<file path="src/rtl/cfgi2c_pkg.sv">
package cfgi2c_pkg;
    typedef enum logic [2:0] {
        S_IDLE,
        S_ADDR,
        S_AACK,
        S_WRX,
        S_WACK,
        S_RDX,
        S_RACK,
        S_IGNORE
    } slv_state_t;
endpackage

</file>
<file path="src/rtl/line_glitch_filter.sv">
module line_glitch_filter #(
    parameter int STAGES = 4
) (
    input  logic clk,
    input  logic rst_n,
    input  logic raw,
    output logic clean
);
    logic [1:0]        sync;
    logic [STAGES-1:0] hist;

    always_ff @(posedge clk or negedge rst_n) begin
        if (!rst_n) begin
            sync  <= 2'b11;
            hist  <= '1;
            clean <= 1'b1;
        end else begin
            sync <= {sync[0], raw};
            hist <= {hist[STAGES-2:0], sync[1]};
            if (&hist)
                clean <= 1'b1;
            else if (~|hist)
                clean <= 1'b0;
        end
    end


    filt_rise_needs_high_chk: assert property (@(posedge clk) disable iff (!rst_n)
        $rose(clean) |-> $past(sync[1]));
endmodule

</file>
<file path="src/rtl/cfg_byte_bank.sv">
module cfg_byte_bank #(
    parameter int                      NBYTES   = 7,
    parameter logic [NBYTES*8-1:0]     DEFAULTS = '0,
    localparam int                     IW       = $clog2(NBYTES + 1)
) (
    input  logic                  clk,
    input  logic                  rst_n,
    input  logic                  wr_en,
    input  logic [IW-1:0]         wr_idx,
    input  logic [7:0]            wr_data,
    output logic [NBYTES*8-1:0]   bytes_q
);
    for (genvar g = 0; g < NBYTES; g++) begin : g_byte
        always_ff @(posedge clk or negedge rst_n) begin
            if (!rst_n)
                bytes_q[g*8 +: 8] <= DEFAULTS[g*8 +: 8];
            else if (wr_en && wr_idx == IW'(g))
                bytes_q[g*8 +: 8] <= wr_data;
        end
    end


    wr_idx_range_chk: assert property (@(posedge clk) disable iff (!rst_n)
        wr_en |-> (wr_idx < IW'(NBYTES)));
endmodule

</file>
<file path="src/rtl/clkgen_cfg_slave.sv">
module clkgen_cfg_slave
    import cfgi2c_pkg::*;
#(
    parameter int                  FILT_LEN = 4,
    parameter int                  NBYTES   = 7,
    parameter logic [7:0]          WR_ADDR  = 8'hD2,
    parameter logic [7:0]          RD_ADDR  = 8'hD3,
    parameter logic [NBYTES*8-1:0] DEFAULTS = 56'h06_FF_FF_EC_FF_FE_00
) (
    input  logic                clk,
    input  logic                rst_n,
    input  logic                scl_in,
    input  logic                sda_in,
    output logic                sda_drive_low,
    output logic [NBYTES*8-1:0] cfg_bytes
);
    localparam int IW  = $clog2(NBYTES + 1);
    localparam int WCW = $clog2(NBYTES + 3);
    localparam logic [WCW-1:0] WMAX = WCW'(NBYTES + 2);

    // filtered lines: index 0 = SCL, 1 = SDA
    logic [1:0] raw_lines, flt_lines;
    assign raw_lines = {sda_in, scl_in};
    for (genvar g = 0; g < 2; g++) begin : g_filt
        line_glitch_filter #(.STAGES(FILT_LEN)) u_filt (
            .clk  (clk),
            .rst_n(rst_n),
            .raw  (raw_lines[g]),
            .clean(flt_lines[g])
        );
    end

    logic scl_f, sda_f, scl_q, sda_q;
    assign scl_f = flt_lines[0];
    assign sda_f = flt_lines[1];

    always_ff @(posedge clk or negedge rst_n) begin
        if (!rst_n) begin
            scl_q <= 1'b1;
            sda_q <= 1'b1;
        end else begin
            scl_q <= scl_f;
            sda_q <= sda_f;
        end
    end

    logic scl_rise, scl_fall, start_evt, stop_evt;
    assign scl_rise  = scl_f & ~scl_q;
    assign scl_fall  = ~scl_f & scl_q;
    assign start_evt = scl_f & scl_q & sda_q & ~sda_f;
    assign stop_evt  = scl_f & scl_q & ~sda_q & sda_f;

    slv_state_t state, nxt;
    logic [3:0]     bitcnt;
    logic [7:0]     rx_sh, tx_sh;
    logic           is_read, nack_q;
    logic [WCW-1:0] wcnt, widx_full;
    logic [IW-1:0]  ridx;
    logic           wr_en;

    // next-state logic
    always_comb begin
        nxt = state;
        if (start_evt)
            nxt = S_ADDR;
        else if (stop_evt)
            nxt = S_IDLE;
        else begin
            unique case (state)
                S_IDLE, S_IGNORE: nxt = state;
                S_ADDR: if (scl_fall && bitcnt == 4'd8)
                            nxt = (rx_sh == WR_ADDR || rx_sh == RD_ADDR) ? S_AACK : S_IGNORE;
                S_AACK: if (scl_fall) nxt = is_read ? S_RDX : S_WRX;
                S_WRX:  if (scl_fall && bitcnt == 4'd8) nxt = S_WACK;
                S_WACK: if (scl_fall) nxt = S_WRX;
                S_RDX:  if (scl_fall && bitcnt == 4'd7) nxt = S_RACK;
                S_RACK: if (scl_fall) nxt = nack_q ? S_IGNORE : S_RDX;
                default: nxt = S_IDLE;
            endcase
        end
    end

    // state register
    always_ff @(posedge clk or negedge rst_n) begin
        if (!rst_n) state <= S_IDLE;
        else        state <= nxt;
    end

    // datapath
    always_ff @(posedge clk or negedge rst_n) begin
        if (!rst_n) begin
            bitcnt  <= '0;
            rx_sh   <= '0;
            tx_sh   <= '1;
            is_read <= 1'b0;
            nack_q  <= 1'b0;
            wcnt    <= '0;
            ridx    <= '0;
        end else if (start_evt) begin
            bitcnt <= '0;
        end else begin
            unique case (state)
                S_ADDR: begin
                    if (scl_rise) begin
                        rx_sh  <= {rx_sh[6:0], sda_f};
                        bitcnt <= bitcnt + 4'd1;
                    end else if (scl_fall && bitcnt == 4'd8) begin
                        is_read <= rx_sh[0];
                        wcnt    <= '0;
                        ridx    <= '0;
                    end
                end
                S_AACK: if (scl_fall) begin
                    bitcnt <= '0;
                    tx_sh  <= 8'(NBYTES);
                end
                S_WRX: begin
                    if (scl_rise) begin
                        rx_sh  <= {rx_sh[6:0], sda_f};
                        bitcnt <= bitcnt + 4'd1;
                    end else if (scl_fall && bitcnt == 4'd8 && wcnt != WMAX) begin
                        wcnt <= wcnt + WCW'(1);
                    end
                end
                S_WACK: if (scl_fall) bitcnt <= '0;
                S_RDX: if (scl_fall) begin
                    bitcnt <= bitcnt + 4'd1;
                    tx_sh  <= {tx_sh[6:0], 1'b1};
                end
                S_RACK: begin
                    if (scl_rise)
                        nack_q <= sda_f;
                    else if (scl_fall) begin
                        bitcnt <= '0;
                        if (ridx < IW'(NBYTES)) begin
                            tx_sh <= cfg_bytes[{ridx, 3'b000} +: 8];
                            ridx  <= ridx + IW'(1);
                        end else begin
                            tx_sh <= 8'hFF;
                        end
                    end
                end
                default: ;
            endcase
        end
    end

    assign widx_full = wcnt - WCW'(2);
    assign wr_en = (state == S_WRX) && scl_fall && (bitcnt == 4'd8) &&
                   (wcnt >= WCW'(2)) && (widx_full < WCW'(NBYTES));

    cfg_byte_bank #(.NBYTES(NBYTES), .DEFAULTS(DEFAULTS)) u_bank (
        .clk    (clk),
        .rst_n  (rst_n),
        .wr_en  (wr_en),
        .wr_idx (widx_full[IW-1:0]),
        .wr_data(rx_sh),
        .bytes_q(cfg_bytes)
    );

    // outputs
    always_comb begin
        unique case (state)
            S_AACK, S_WACK: sda_drive_low = 1'b1;
            S_RDX:          sda_drive_low = ~tx_sh[7];
            default:        sda_drive_low = 1'b0;
        endcase
    end


    addr_match_chk: assert property (@(posedge clk) disable iff (!rst_n)
        (state == S_AACK) |-> (rx_sh == WR_ADDR || rx_sh == RD_ADDR));

    bitcnt_bound_chk: assert property (@(posedge clk) disable iff (!rst_n)
        bitcnt <= 4'd8);

    start_restart_chk: assert property (@(posedge clk) disable iff (!rst_n)
        start_evt |=> (state == S_ADDR && bitcnt == 4'd0));

    stop_idle_chk: assert property (@(posedge clk) disable iff (!rst_n)
        (stop_evt && !start_evt) |=> (state == S_IDLE && !sda_drive_low));

    sda_quiet_chk: assert property (@(posedge clk) disable iff (!rst_n)
        !$stable(sda_drive_low) |-> !scl_f);

    ignore_release_chk: assert property (@(posedge clk) disable iff (!rst_n)
        ($past(state) == S_RACK && state == S_IGNORE) |-> !sda_drive_low);
endmodule

</file>
<file path="config.mk">
export PLATFORM = sky130hd
export DESIGN_NAME = clkgen_cfg_slave
export DESIGN_NICKNAME = d
export VERILOG_FILES = /design/src/rtl/cfgi2c_pkg.sv /design/src/rtl/line_glitch_filter.sv /design/src/rtl/cfg_byte_bank.sv /design/src/rtl/clkgen_cfg_slave.sv
export SDC_FILE = /design/constraint.sdc
export NUM_CORES = 1
export LEC_CHECK = 0
export ABC_AREA = 1
export BUFFER_PORTS_ARGS = -buffer_cell sky130_fd_sc_hd__clkbuf_2
export CAP_MARGIN = 10
export CORE_MARGIN = 5
export CORE_UTILIZATION = 55
export DETAILED_ROUTE_END_ITERATION = 6
export MAX_ROUTING_LAYER = met4
export PLACE_DENSITY = 0.76
export SETUP_SLACK_MARGIN = 0.15
export SYNTH_ARGS = -nofsm -noshare
export SYNTH_HDL_FRONTEND = slang
export SYNTH_SLANG_ARGS = --single-unit
</file>
<file path="constraint.sdc">
create_clock -name clk -period 2.1 [get_ports clk]
set_input_delay 0.42 -clock clk [delete_from_list [all_inputs] [get_ports clk]]
set_output_delay 0.42 -clock clk [all_outputs]
set_load 0.03 [all_outputs]
</file>
==> results.toml <==
[finish]
antenna_cells = 0
ff_latch_area_um2 = 2690
fillCellCount = 769
fin_util_pct = 65.8
drive_gt1_share_pct = 26.9
area_growth_pct = 17.2
multi_input_area_um2 = 2180
fin_area_um2 = 6020
final_nets = 736

[sta]
tns_ns = 0
tightestPinTransition_ns = 0.571
period_minus_slack_ns = 1.88
maxSlewViolCount = 0
whs_ns = -0.0000565
finalHoldViolations = 1
grt_setup_unrepaired = "yes"
fin_crit_sh_pct = 89.8
fmax_mhz = 531
setup_viol = 0
max_slew_margin_pct = 61.9
finClkSkew_ns = 0.0144

[floorplanning]
start_util_pct = 56.1
die_x_um = 107
num_rows = 35
dieArea_um2 = 11400
io_pins = 61
die_h_um = 107
core_area_um2 = 9150

[logic_synthesis]
netlist_instances = 641
syn-num-nets = 654
async_flop_share_pct = 100
synth_edf_count = 0
ys_types = 34
ys_ff_latch = 104
synthFlopType = "dfstp_2"
synth-seq-area-share_pct = 52.2
syn_avg_cell_area_um2 = 8.01
yosysWarnings = 0
netlist_area_um2 = 5130

[clocking]
cts_tree = "yes"
clk_pin_slew_ns = 0.10
clock_latency_ns = 0.37
clk_path_buf_depth = 2
holdBufCountCts = 0
cts_sinks = 104
cts_buffers = 9
htree_num_levels = 3
ctsRootBufferMaster = "clkbuf_8"

[route]
drc = 0
first_pass_iters = 5
drt-total-wl_mm = 13.4
drt_iter0_markers = 307
ant_nets = 0
routedWlPerCell_um = 15.9
via_count = 4674
vias_per_cell = 5.57

[global_route]
antenna_found_initial = 0
grt_pass1_wl_mm = 22.4
grt_max_degree = 41
grt_pass1_vias = 4431
gr-total-overflow = 0
grt_usage_pct = 25.8

[power_and_ir_drop]
vdd_drop_max_mv = 0.544
power.total_mw = 6.11
power_per_cell_area_nw_per_um2 = 1010
p_leak_nw = 3.09

[placement]
gp_congestion = 0.987
post-dp-hpwl_mm = 9.76
io_buffers = 60
post_dp_cell_area_um2 = 5640

[worst_setup_path]
startpoint_type = "register"
cp_max_fo = 6
ff2ff_path_depth = 10
critPathKind = "register to output pin"
worstPathArrival_ns = 1.46
worstPathRequired_ns = 1.68
cp-end-kind = "output pin"

[status]
status = "complete, but fails checks"
failed_checks = "hold timing"

[run]
maxCapViolCount = 0

[hold_path]
min_path_type = "input pin to async pin"
==> layout by cell type (no fill, tap or decap), types with 3 or more instances in the layout <==
cell type / synthesis / routed
clkbuf_2: 0 / 58
nand4_1: 6 / 6
dfrtp_1: 42 / 38
dfstp_2: 62 / 62
nand3b_1: 5 / 5
nor3_1: 4 / 4
nand2_1: 216 / 216
inv_1: 40 / 36
inv_2: 1 / 4
a21oi_1: 17 / 17
dfrtp_2: 0 / 4
clkbuf_8: 0 / 10
nor2_1: 65 / 63
nand3_1: 93 / 91
clkinv_1: 4 / 4
buf_4: 4 / 31
nand2_4: 4 / 4
buf_12: 0 / 4
o21ai_0: 31 / 31
nand3_2: 1 / 3
ha_1: 9 / 9
==> critical path, stage by stage, from the launching register on <==
cell	delay, ns
dfrtp_2	0.46
inv_2	0.10
nand2_1	0.09
nor2_2	0.11
inv_1	0.06
o221ai_1	0.08
buf_4	0.20
==> through the flow <==
step | worst slack [ns] | std cells
after floorplan | 0.287 | 641
after global placement | 0.222 | 810
after detailed placement | 0.137 | 810
after CTS | 0.139 | 829
after global routing | 0.0969 | 839
final | 0.215 | 839
==> synth_stat cells (all sizes together) (4+ instances only) <==
library cell	instances	area, um^2
nand2	221	862
nand3	94	475
nor2	66	255
dfstp	62	1630
dfrtp	42	1050
inv	41	154
o21ai	32	160
a21oi	17	85.1
clkbuf	13	48.8
buf	10	66.3
ha	9	113
nand4	6	37.5
nand3b	5	37.5
nor3	5	30.0
clkinv	4	15.0
==> final timing paths <==
kind,start,to,slack [ns]
setup reg to reg,wcnt[2]$_DFFE_PN0P_,u_bank.bytes_q[45]$_DFFE_PN1P_,0.24
max in group asynchronous,rst_n,u_bank.bytes_q[26]$_DFFE_PN1P_,1.46
min in group clk,sda_in,g_filt[1].u_filt.sync[0]$_DFF_PN1_,0.13
setup / recovery,state[0]$_DFFE_PN0P_,sda_drive_low,0.22
hold / removal,rst_n,u_bank.bytes_q[52]$_DFFE_PN0P_,-0.00006
hold reg to reg,g_filt[1].u_filt.sync[1]$_DFF_PN1_,g_filt[1].u_filt.hist[0]$_DFF_PN1_,0.36
==> area by class of cell <==
| cell class | count | share of cell area, % |
|---|---|---|
| tap | 111 | 2.31 |
| inverter | 45 | 2.87 |
| multi-input combinational | 469 | 36.3 |
| sequential | 104 | 44.6 |
| clock buffer | 12 | 2.41 |
| clock inverter | 4 | 1.29 |
| timing repair buffer | 94 | 10.2 |
==> layer usage <==
metal	vias up	track usage (%)	wire [um]
met3	31	5.30	940
met1	2229	35.0	5910
met2	173	39.2	6220
met5	-	-	0
met4	0	8.58	304
li1	2241	-	-
==> timing repair <==
| item | in CTS | in global routing |
|---|---|---|
| pin swaps | 2 | 2 |
| endpoints found under the setup margin | 21 | 59 |
| gates resized for setup | 7 | 8 |
| setup buffers | 3 | 10 |
==> power breakdown <==
part           switching (mW)  internal (mW)  total, mW  leakage (nW)
combinational            1.21          0.731       1.94          1.77
clock                   0.656          0.710       1.37         0.111
sequential              0.457           2.34       2.80          1.20
total                    2.32           3.78       6.11          3.09
==> state kept, by name (all words and copies together), names as in the netlist <==
name / cells
bitcnt: 4
g_filt.u_filt.clean: 2
g_filt.u_filt.hist: 8
g_filt.u_filt.sync: 4
is_read: 1
nack_q: 1
ridx: 3
rx_sh: 8
scl_q: 1
sda_q: 1
state: 3
tx_sh: 8
u_bank.bytes_q: 56
wcnt: 4
==> kinds of logic (layout without fill, tap and decap cells) <==
family          Yosys count  in the layout  share of synthesized area [%]
mux                       2              2                          0.439
compound gates           55             55                           5.75
fa+ha+maj                 9              9                           2.19
xor+xnor                  1              1                          0.171
buf+inv                  68            155                           5.53
flops                   104            104                           52.2
simple gates            402            402                           33.7
Power figures use the tool's default switching activity.
